===== src/rtl/bscan_pkg.sv =====
package bscan_pkg;

    localparam int CELLS_PER_PIN = 4;
    localparam int CELL_DI  = 0;
    localparam int CELL_DO  = 1;
    localparam int CELL_OE  = 2;
    localparam int CELL_PUD = 3;

    typedef enum logic [1:0] {
        OP_HOLD    = 2'd0,
        OP_CAPTURE = 2'd1,
        OP_SHIFT   = 2'd2
    } scan_op_e;

    function automatic int cell_idx(input int pin, input int field);
        return pin * CELLS_PER_PIN + field;
    endfunction

endpackage


===== src/rtl/bscan_shift_stage.sv =====
module bscan_shift_stage
    import bscan_pkg::*;
#(
    parameter int LEN = 8
) (
    input  logic           tck,
    input  logic           trst_n,
    input  logic           sel,
    input  logic           capture_en,
    input  logic           shift_en,
    input  logic           tdi,
    input  logic [LEN-1:0] cap_vec,
    output logic [LEN-1:0] stages,
    output logic           tdo
);

    scan_op_e op;

    always_comb begin
        if (!sel)            op = OP_HOLD;
        else if (capture_en) op = OP_CAPTURE;
        else if (shift_en)   op = OP_SHIFT;
        else                 op = OP_HOLD;
    end

    always_ff @(posedge tck or negedge trst_n) begin
        if (!trst_n) begin
            stages <= '0;
        end else begin
            unique case (op)
                OP_CAPTURE: stages <= cap_vec;
                OP_SHIFT:   stages <= {tdi, stages[LEN-1:1]};
                OP_HOLD:    stages <= stages;
                default:    stages <= stages;
            endcase
        end
    end

    assign tdo = stages[0];

    p_shift_moves_r4: assert property (@(posedge tck) disable iff (!trst_n)
        (sel && shift_en && !capture_en) |=>
            (stages[LEN-2:0] == $past(stages[LEN-1:1])) && (stages[LEN-1] == $past(tdi)));

    p_capture_load_r3: assert property (@(posedge tck) disable iff (!trst_n)
        (sel && capture_en) |=> (stages == $past(cap_vec)));

    p_unselected_hold_r8: assert property (@(posedge tck) disable iff (!trst_n)
        !sel |=> $stable(stages));

endmodule


===== src/rtl/bscan_update_latch.sv =====
module bscan_update_latch #(
    parameter int LEN = 8
) (
    input  logic           tck,
    input  logic           trst_n,
    input  logic           load,
    input  logic [LEN-1:0] d,
    output logic [LEN-1:0] q
);

    always_ff @(posedge tck or negedge trst_n) begin
        if (!trst_n) q <= '0;
        else if (load) q <= d;
    end

    p_latch_update_r5: assert property (@(posedge tck) disable iff (!trst_n)
        load |=> (q == $past(d)));

    p_latch_hold_r7: assert property (@(posedge tck) disable iff (!trst_n)
        !load |=> $stable(q));

endmodule


===== src/rtl/bscan_pad_mux.sv =====
module bscan_pad_mux
    import bscan_pkg::*;
#(
    parameter int PINS = 4,
    parameter int AUX  = 1,
    localparam int LEN = PINS * CELLS_PER_PIN + AUX
) (
    input  logic            test_mode,
    input  logic [LEN-1:0]  latched,
    input  logic [PINS-1:0] core_pud,
    input  logic [PINS-1:0] core_oe,
    input  logic [PINS-1:0] core_do,
    input  logic [AUX-1:0]  aux_core,
    output logic [PINS-1:0] pad_pud,
    output logic [PINS-1:0] pad_oe,
    output logic [PINS-1:0] pad_do,
    output logic [AUX-1:0]  aux_out
);

    for (genvar p = 0; p < PINS; p++) begin : g_pin
        assign pad_do[p]  = test_mode ? latched[cell_idx(p, CELL_DO)]  : core_do[p];
        assign pad_oe[p]  = test_mode ? latched[cell_idx(p, CELL_OE)]  : core_oe[p];
        assign pad_pud[p] = test_mode ? latched[cell_idx(p, CELL_PUD)] : core_pud[p];
    end

    for (genvar k = 0; k < AUX; k++) begin : g_aux
        assign aux_out[k] = test_mode ? latched[PINS*CELLS_PER_PIN + k] : aux_core[k];
    end

endmodule


===== src/rtl/bscan_port_chain.sv =====
module bscan_port_chain
    import bscan_pkg::*;
#(
    parameter int PINS = 4,
    parameter int AUX  = 1
) (
    input  logic            tck,
    input  logic            trst_n,
    input  logic            chain_sel,
    input  logic            ext_test,
    input  logic            capture_en,
    input  logic            shift_en,
    input  logic            update_en,
    input  logic            tdi,
    output logic            tdo,
    input  logic [PINS-1:0] core_pud,
    input  logic [PINS-1:0] core_oe,
    input  logic [PINS-1:0] core_do,
    output logic [PINS-1:0] core_di,
    input  logic [PINS-1:0] pad_di,
    output logic [PINS-1:0] pad_pud,
    output logic [PINS-1:0] pad_oe,
    output logic [PINS-1:0] pad_do,
    input  logic [AUX-1:0]  aux_core,
    input  logic [AUX-1:0]  aux_in,
    output logic [AUX-1:0]  aux_out
);

    localparam int PIN_CELLS = PINS * CELLS_PER_PIN;
    localparam int LEN       = PIN_CELLS + AUX;

    logic [LEN-1:0] cap_vec;
    logic [LEN-1:0] stages;
    logic [LEN-1:0] latched;
    logic           test_mode;

    for (genvar p = 0; p < PINS; p++) begin : g_cap
        assign cap_vec[cell_idx(p, CELL_DI)]  = pad_di[p];
        assign cap_vec[cell_idx(p, CELL_DO)]  = core_do[p];
        assign cap_vec[cell_idx(p, CELL_OE)]  = core_oe[p];
        assign cap_vec[cell_idx(p, CELL_PUD)] = core_pud[p];
    end
    assign cap_vec[LEN-1:PIN_CELLS] = aux_in;

    assign test_mode = ext_test && trst_n;
    assign core_di   = pad_di;

    bscan_shift_stage #(.LEN(LEN)) u_shift (
        .tck        (tck),
        .trst_n     (trst_n),
        .sel        (chain_sel),
        .capture_en (capture_en),
        .shift_en   (shift_en),
        .tdi        (tdi),
        .cap_vec    (cap_vec),
        .stages     (stages),
        .tdo        (tdo)
    );

    bscan_update_latch #(.LEN(LEN)) u_latch (
        .tck    (tck),
        .trst_n (trst_n),
        .load   (chain_sel && update_en),
        .d      (stages),
        .q      (latched)
    );

    bscan_pad_mux #(.PINS(PINS), .AUX(AUX)) u_mux (
        .test_mode (test_mode),
        .latched   (latched),
        .core_pud  (core_pud),
        .core_oe   (core_oe),
        .core_do   (core_do),
        .aux_core  (aux_core),
        .pad_pud   (pad_pud),
        .pad_oe    (pad_oe),
        .pad_do    (pad_do),
        .aux_out   (aux_out)
    );

    p_pads_quiet_r7: assert property (@(posedge tck) disable iff (!trst_n)
        (!update_en && $stable(ext_test) && $stable(core_oe) && $stable(core_do)
         && $stable(core_pud)) |=> ($stable(pad_oe) && $stable(pad_do) && $stable(pad_pud)));

endmodule


===== config.mk =====
export PLATFORM = sky130hd
export DESIGN_NAME = bscan_port_chain
export DESIGN_NICKNAME = d
export VERILOG_FILES = /design/src/rtl/bscan_pkg.sv /design/src/rtl/bscan_shift_stage.sv /design/src/rtl/bscan_update_latch.sv /design/src/rtl/bscan_pad_mux.sv /design/src/rtl/bscan_port_chain.sv
export SDC_FILE = /design/constraint.sdc
export NUM_CORES = 1
export LEC_CHECK = 0
export ABC_AREA = 1
export BUFFER_PORTS_ARGS = -buffer_cell sky130_fd_sc_hd__buf_2
export CORE_ASPECT_RATIO = 0.7
export CORE_MARGIN = 2
export CORE_UTILIZATION = 58
export CTS_CLUSTER_DIAMETER = 40
export DETAILED_ROUTE_END_ITERATION = 10
export PLACE_DENSITY_LB_ADDON = 0.1
export SKIP_CTS_REPAIR_TIMING = 1
export SLEW_MARGIN = 30
export SYNTH_ARGS = -nofsm -noshare
export SYNTH_HDL_FRONTEND = slang
export SYNTH_HIERARCHICAL = 1
export SYNTH_SLANG_ARGS = --single-unit

===== constraint.sdc =====
create_clock -name tck -period 1.31 [get_ports tck]
set_clock_uncertainty 0.05 [all_clocks]
set_input_delay 0.1965 -clock tck [delete_from_list [all_inputs] [get_ports tck]]
set_output_delay 0.1965 -clock tck [all_outputs]
set_load 0.02 [all_outputs]

# After elaboration in Yosys (flattened, before gate mapping)
# Index checks and enable logic that the tools add are counted.
classes:
  n_eq_ne: 2
  muxes: 17
  reduce_logical: 3
ops:
  columns: ["operator", "n"]
  rows:
  - ["$pmux 17 s2", 1]
  - ["$mux 1", 13]
  - ["$mux 2", 3]
  - ["$eq 2x1->1 const B", 1]
  - ["$eq 2x2->1 const B", 1]
  - ["$logic_and 1x1->1", 2]
  - ["$reduce_bool 2->1", 1]
word_totals:
  regBits: 34
  out_inout_bits: 18

# Longest topological paths before layout
# Gate-level depths: netlist (run 1).
logic_depth:
  ltp_word: 5
  ltp_mapped: 9
  mapped_depth_nobuf: 7

# Cells and area by module
# Netlist (run 1), hierarchy kept.
modules_own_cells:
  columns: ["module", "cells_per_inst", "n_inst", "area_per_inst_um2"]
  rows:
  - ["bscan_shift_stage", 149, 1, 991.0]
  - ["bscan_update_latch", 72, 1, 680.7]
  - ["bscan_pad_mux", 42, 1, 168.9]
  - ["bscan_port_chain", 8, 1, 45.0]

# Worst setup path after synthesis (run 1)
# No wires, ideal clock.
synth_timing:
  kind: "input-to-reg"
  from: "in shift_en"
  to: "reg u_shift.stages[0]"
  path_slack_ns: 0.165
  setup_time_ns: 0.117
  t_arrival_ns: 0.978
  cell_stages: 8
  n_path_buf: 2
  t_required_ns: 1.143
  path_cell_list: "nand2_1 > nor2_1 > ha_1 > buf_6 > inv_4 > buf_4 > nand3_1 > nand2_1"
synth_via:
  elab_chain_cells: 5
  elab_cells_between_ends: 7
  cone_classes: "eq/ne: 2; mux: 4; reduce/logical: 1"
synth_lines:
  columns: ["element", "line_no", "rtl"]
  rows:
  - ["start, declared", "bscan_port_chain.sv:12", "input logic shift_en,"]
  - ["$mux 2 *", "bscan_shift_stage.sv:22", "else if (shift_en) op = OP_SHIFT;"]
  - ["$mux 2 *", "bscan_shift_stage.sv:21", "else if (capture_en) op = OP_CAPTURE;"]
  - ["$mux 2 *", "bscan_shift_stage.sv:20", "if (!sel) op = OP_HOLD;"]
  - ["$eq 2x2->1 / $eq 2x1->1 (equally long branches)", "bscan_shift_stage.sv:30", "unique case (op)"]
  - ["$pmux 17 s2 / $reduce_bool 2->1 (equally long branches)", null, null]
  - ["end signal, assigned", "bscan_shift_stage.sv:31", "OP_CAPTURE: stages <= cap_vec;"]
  - ["end signal, assigned", "bscan_shift_stage.sv:32", "OP_SHIFT: stages <= {tdi, stages[LEN-1:1]};"]
  - ["end signal, assigned", "bscan_shift_stage.sv:33", "OP_HOLD: stages <= stages;"]
  - ["end, declared", "bscan_shift_stage.sv:13", "output logic [LEN-1:0] stages,"]
# Mark *: on every way between the ends. The rest lies on a longest branch, timed or not.
# A chain may end at the register's enable or synchronous reset.

# Worst setup path in the final report (run 1)
layout_timing:
  from: "in trst_n"
  to: "out pad_do[3]"
layout_via:
  elab_chain_cells: 2
layout_lines:
  columns: ["element", "line_no", "rtl"]
  rows:
  - ["start, declared", "bscan_port_chain.sv:8", "input logic trst_n,"]
  - ["$logic_and 1x1->1", "bscan_port_chain.sv:45", "assign test_mode = ext_test && trst_n;"]
  - ["named net test_mode", "bscan_port_chain.sv:35", "logic test_mode;"]
  - ["$mux 1", "bscan_pad_mux.sv:21", "assign pad_do[p] = test_mode ? latched[cell_idx(p, CELL_DO)] : core_do[p];"]
  - ["end, declared", "bscan_port_chain.sv:23", "output logic [PINS-1:0] pad_do,"]
# The timed path passes the listed nets, and every way through them passes these cells.

==> impl_metrics.ini, run 1 <==
[run_status]
status = complete, no violations

[placement]
dpl_cell_area_sq_um = 1930
placedCellCount = 325
gp_congestion = 0.776
post-dp-hpwl_microns = 2490
io_buffer_count = 43

[floorplanning]
ios = 44
start_util = 0.613
design.die.area_sq_um = 3440
die_h_microns = 49.7
coreArea_sq_um = 2820
rows = 16
die_w_microns = 69.3

[cts]
ctsHtreeMaxLevel = 2
clockRootBuffer = clkbuf_8
clk_pin_slew_ns = 0.06
clk_path_buf_depth = 2
cts.sinks = 30
cts_tree = done
cts_buffers = 5
worstSkewPairLatency_ns = 0.28

[route]
num_vias = 1556
firstDrtPassIters = 5
via_per_inst = 4.66
drt-wirelength-per-cell_microns = 11.1
routed_wl_microns = 3710
antenna_left = 0
drc = 0
dr.first_iter.drc_count = 90

[sta]
hold_violations = 0
drv_slew = 0
setup_viol = 0
fmax_mhz = 823
worst_slew_pin_slew_ns = 0.405
finalCritPeriodShare = 0.928
max_slew_margin = 0.729
tns_ns = 0
rsz0062_at_grt = false
period_needed_ns = 1.22

[power]
p_per_area_nw_per_um2 = 1280
power_leakage_uw = 0.00129
vdd_drop_max_mv = 0.654

[worst_hold_path]
min_path_type = in -> reg

[final_layout]
area_delta_synth_final_pct = 17.5
antenna_cells = 0
final_cell_count_no_fill = 334
drive_above_1_share = 0.221
design_area_sq_um = 2030
nets = 324

[logic_synthesis]
syn_nets = 281
ys.warnings.count = 6
synth_area_sq_um = 1730
syn-instance-count = 254
avgSynthCellArea_sq_um = 6.81

[global_route]
antenna_found_initial = 0
grt_overflow = 0
grt_usage = 0.244
grt_max_degree = 31
grt_pass1_vias = 1398
grt_pass1_wl_microns = 6440

[setup_path]
critPathKind = in -> out
arrival_ns = 0.97
end_kind = output pin
worstPathRequired_ns = 1.06
worstPathMaxFanout = 8
critPathLaunchType = primary input

[job]
maxCapViolations = 0
[flip-flops by register name (all words and copies together), names as in the netlist]
| signal | flops |
|---|---|
| u_latch/q | 13 |
| u_shift/stages | 17 |
[through the flow]
stage	setup slack (ns)	hold WS (ns)	util	power [uW]
2_1_floorplan	0.165	-0.149	-	1630
3_3_place_gp	0.0838	0.227	0.682	1800
3_5_place_dp	0.0530	0.226	0.682	1820
4_1_cts	0.0932	-0.0810	0.716	2610
5_1_grt	0.0106	0.185	0.720	2760
6_report	0.0943	0.172	0.720	2590
[routing by layer]
| layer | up-vias | GRT usage | part of all wire |
|---|---|---|---|
| li1 | 814 | - | - |
| met2 | 51 | 0.369 | 0.42 |
| met3 | 4 | 0.0859 | 0.063 |
| met1 | 687 | 0.329 | 0.51 |
| met4 | 0 | 0.0817 | 0.013 |
| met5 | - | 0 | 0 |
[report_power, final]
part	leakage [uW]	switching, uW	internal [uW]
Sequential	0.000375	121	1100
Clock	0.0000472	364	422
Combinational	0.000871	357	226
Total	0.00129	842	1750
[worst paths after layout]
kind,from,to,slack [ns],cells after the start
worst max-delay path,trst_n,pad_do[3],0.09,7
worst min-delay path,pad_di[1],u_shift/stages[4],0.17,5
worst max register to register,u_shift/stages[1],u_shift/stages[0],0.52,4
worst min register to register,u_latch/q[6],u_latch/q[6],0.42,2
max in group asynchronous,trst_n,u_shift/stages[0],0.49,3
min in group asynchronous,trst_n,u_latch/q[16],0.45,3
[critical path: stages]
cell,delay [ns]
buf_2,0.10
nand2_1,0.05
inv_1,0.13
buf_4,0.21
nand2_1,0.07
nand2_1,0.06
buf_2,0.16
[cell usage in the layout (no fill, tap or decap), drive strengths merged]
| cell type | count |
|---|---|
| nand2 | 150 |
| buf | 50 |
| clkinv | 1 |
| inv | 40 |
| nor2 | 1 |
| dlygate4sd3 | 1 |
| dfrtp | 30 |
| clkbuf | 6 |
| clkinvlp | 1 |
| ha | 1 |
| nand3 | 17 |
[final cells by class]
| cell class | count | area [sq um] |
|---|---|---|
| tap | 36 | 45.0 |
| clock inverter | 2 | 12.5 |
| inverter | 40 | 165 |
| timing repair buffer | 51 | 303 |
| clock buffer | 6 | 82.6 |
| sequential | 30 | 751 |
| fill | 256 | 790 |
| multi-input combinational | 169 | 674 |
(Power assumes the default switching activity.)
==> inputs of run 2 (changes only) <==
Settings changed: CORE_UTILIZATION 58 to 56, SYNTH_HIERARCHICAL 1 to default.
==> impl_metrics.ini, run 2 <==
[cts]
cts_buffers = 5
worstSkewPairLatency_ns = 0.28
clk_path_buf_depth = 2
ctsHtreeMaxLevel = 2
cts_tree = done
cts.sinks = 30
clockRootBuffer = clkbuf_8
clk_pin_slew_ns = 0.07

[logic_synthesis]
synth_area_sq_um = 1680
synthTopCellsByArea = dfrtp_1 (45%), nand2_1 (19%), inv_1 (7.6%)
syn_nets = 251
yosysTopAreaCellShare = 0.448
yosysMostFrequentCell = nand2_1
synth-edff-count = 0
avgSynthCellArea_sq_um = 7.48
netlist.top_cell.by_area = dfrtp_1
ys_async_sr_fraction = 1.00
synth-seq-cells = 30
synth_ff_type = dfrtp_1
syn-instance-count = 224
synth_common_cells = nand2_1 (85), inv_1 (34), dfrtp_1 (30)
synthDistinctLibCells = 13
ys.warnings.count = 0
yosysSeqAreaShare = 0.448

[setup_path]
worstPathRequired_ns = 1.06
rrSetupSlack_ns = 0.47
r2r-end = u_shift.stages[5]
rr_worst_depth = 4
cp_slowest_cell = dfrtp_1
worstPathMaxFanout = 2
critPathLaunchType = register
reg2reg_from = u_shift.stages[6]
arrival_ns = 0.98
critPathKind = reg -> out
crit_start = u_latch.q[2]
endpoint = pad_oe[0]
cpPeakStageDelay_ns = 0.38
end_kind = output pin
cp_cell_sequence = nor2_1 > a21oi_1 > buf_2

[final_layout]
top_regs = u_shift.stages x17, u_latch.q x13
drive_above_1_share = 0.281
final_common_cell = nand2_1
antenna_cells = 0
top_register = u_shift.stages
area_delta_synth_final_pct = 22.2
layout_common_cells = nand2_1 (85), buf_2 (43), inv_1 (34)
largest_reg_flops = 17
nets = 293

[floorplanning]
design.die.area_sq_um = 3450
coreArea_sq_um = 2820
die_h_microns = 49.8
ios = 44
start_util = 0.594
die_w_microns = 69.4
rows = 16

[sta]
postLayoutSetupSlackWorst_ns = 0.0841
tns_ns = 0
fmax_mhz = 816
finalCritPeriodShare = 0.936
whs_ns = 0.0202
setup_viol = 0
worst_slew_pin_slew_ns = 0.381
drv_slew = 0
rsz0062_at_grt = false
hold_violations = 0
period_needed_ns = 1.23
max_slew_margin = 0.746

[global_route]
grt_usage = 0.229
grt_pass1_vias = 1337
grt_max_degree = 31
grt_overflow = 0
antenna_found_initial = 0
grt_pass1_wl_microns = 6130

[route]
drt-wirelength-per-cell_microns = 11.9
firstDrtPassIters = 4
via_per_inst = 4.85
antenna_left = 0
num_vias = 1469
dr.first_iter.drc_count = 105
drc = 0
routed_wl_microns = 3600

[job]
maxCapViolations = 0

[worst_hold_path]
min_path_type = in -> async

[power]
vdd_drop_max_mv = 0.959
power_leakage_uw = 0.00119
p_per_area_nw_per_um2 = 1480

[placement]
post-dp-hpwl_microns = 2350
io_buffer_count = 43
gp_congestion = 0.812
pre_cts_ws_ns = 0.0413

[run_status]
status = complete, no violations
==> run 2: layer usage <==
metal / up-vias / GRT usage / wire length [microns]
met3: 7 / 0.0695 / 229
met1: 667 / 0.319 / 1710
li1: 753 / - / -
met2: 42 / 0.343 / 1610
met4: 0 / 0.0752 / 45
met5: - / 0 / 0
==> run 2: kinds of logic after synthesis <==
group | share of synthesized area
buffers and inverters | 0.160
and+or+nand+nor | 0.281
AOI/OAI and AO/OA | 0.104
DFF | 0.448
adders and majority gates | 0.00746
==> run 2: worst max-delay path, delay by kind of cell, from the launching register on <==
| family | cells | cell delay [ns] |
|---|---|---|
| buf+inv | 1 | 0.16 |
| simple gates | 1 | 0.11 |
| compound gates | 1 | 0.05 |
| flops | 1 | 0.38 |
==> run 2: worst min path at each step <==
stage / start / endpoint / slack, ns
after floorplan: trst_n / u_latch.q[10] / -0.15
after global placement: trst_n / u_latch.q[11] / 0.34
after detailed placement: trst_n / u_latch.q[11] / 0.34
after CTS: trst_n / u_latch.q[11] / 0.03
after global routing: trst_n / u_latch.q[10] / 0.07
final: trst_n / u_latch.q[2] / 0.02
==> run 2: area by class of cell <==
cell class | instances | area [sq um]
Clock buffer | 6 | 82.6
Clock inverter | 2 | 60.1
Fill cell | 246 | 774
Inverter | 36 | 140
Multi-Input combinational cell | 144 | 659
Sequential cell | 30 | 751
Tap cell | 36 | 45.0
Timing Repair Buffer | 49 | 310
==> run 2: through the flow <==
stage | util | total power (uW) | cells | cell area [sq um]
floorplan | - | 1660 | 224 | 1680
global placement | 0.674 | 1850 | 295 | 1900
detailed placement | 0.674 | 1860 | 295 | 1900
CTS | 0.725 | 3040 | 303 | 2050
global route | 0.726 | 3190 | 303 | 2050
finish | 0.726 | 3030 | 303 | 2050
==> run 2: power breakdown <==
part	total [uW]	internal [uW]	switching, uW
sequential	1200	1100	93.7
combinational	652	250	403
clock	1180	812	369
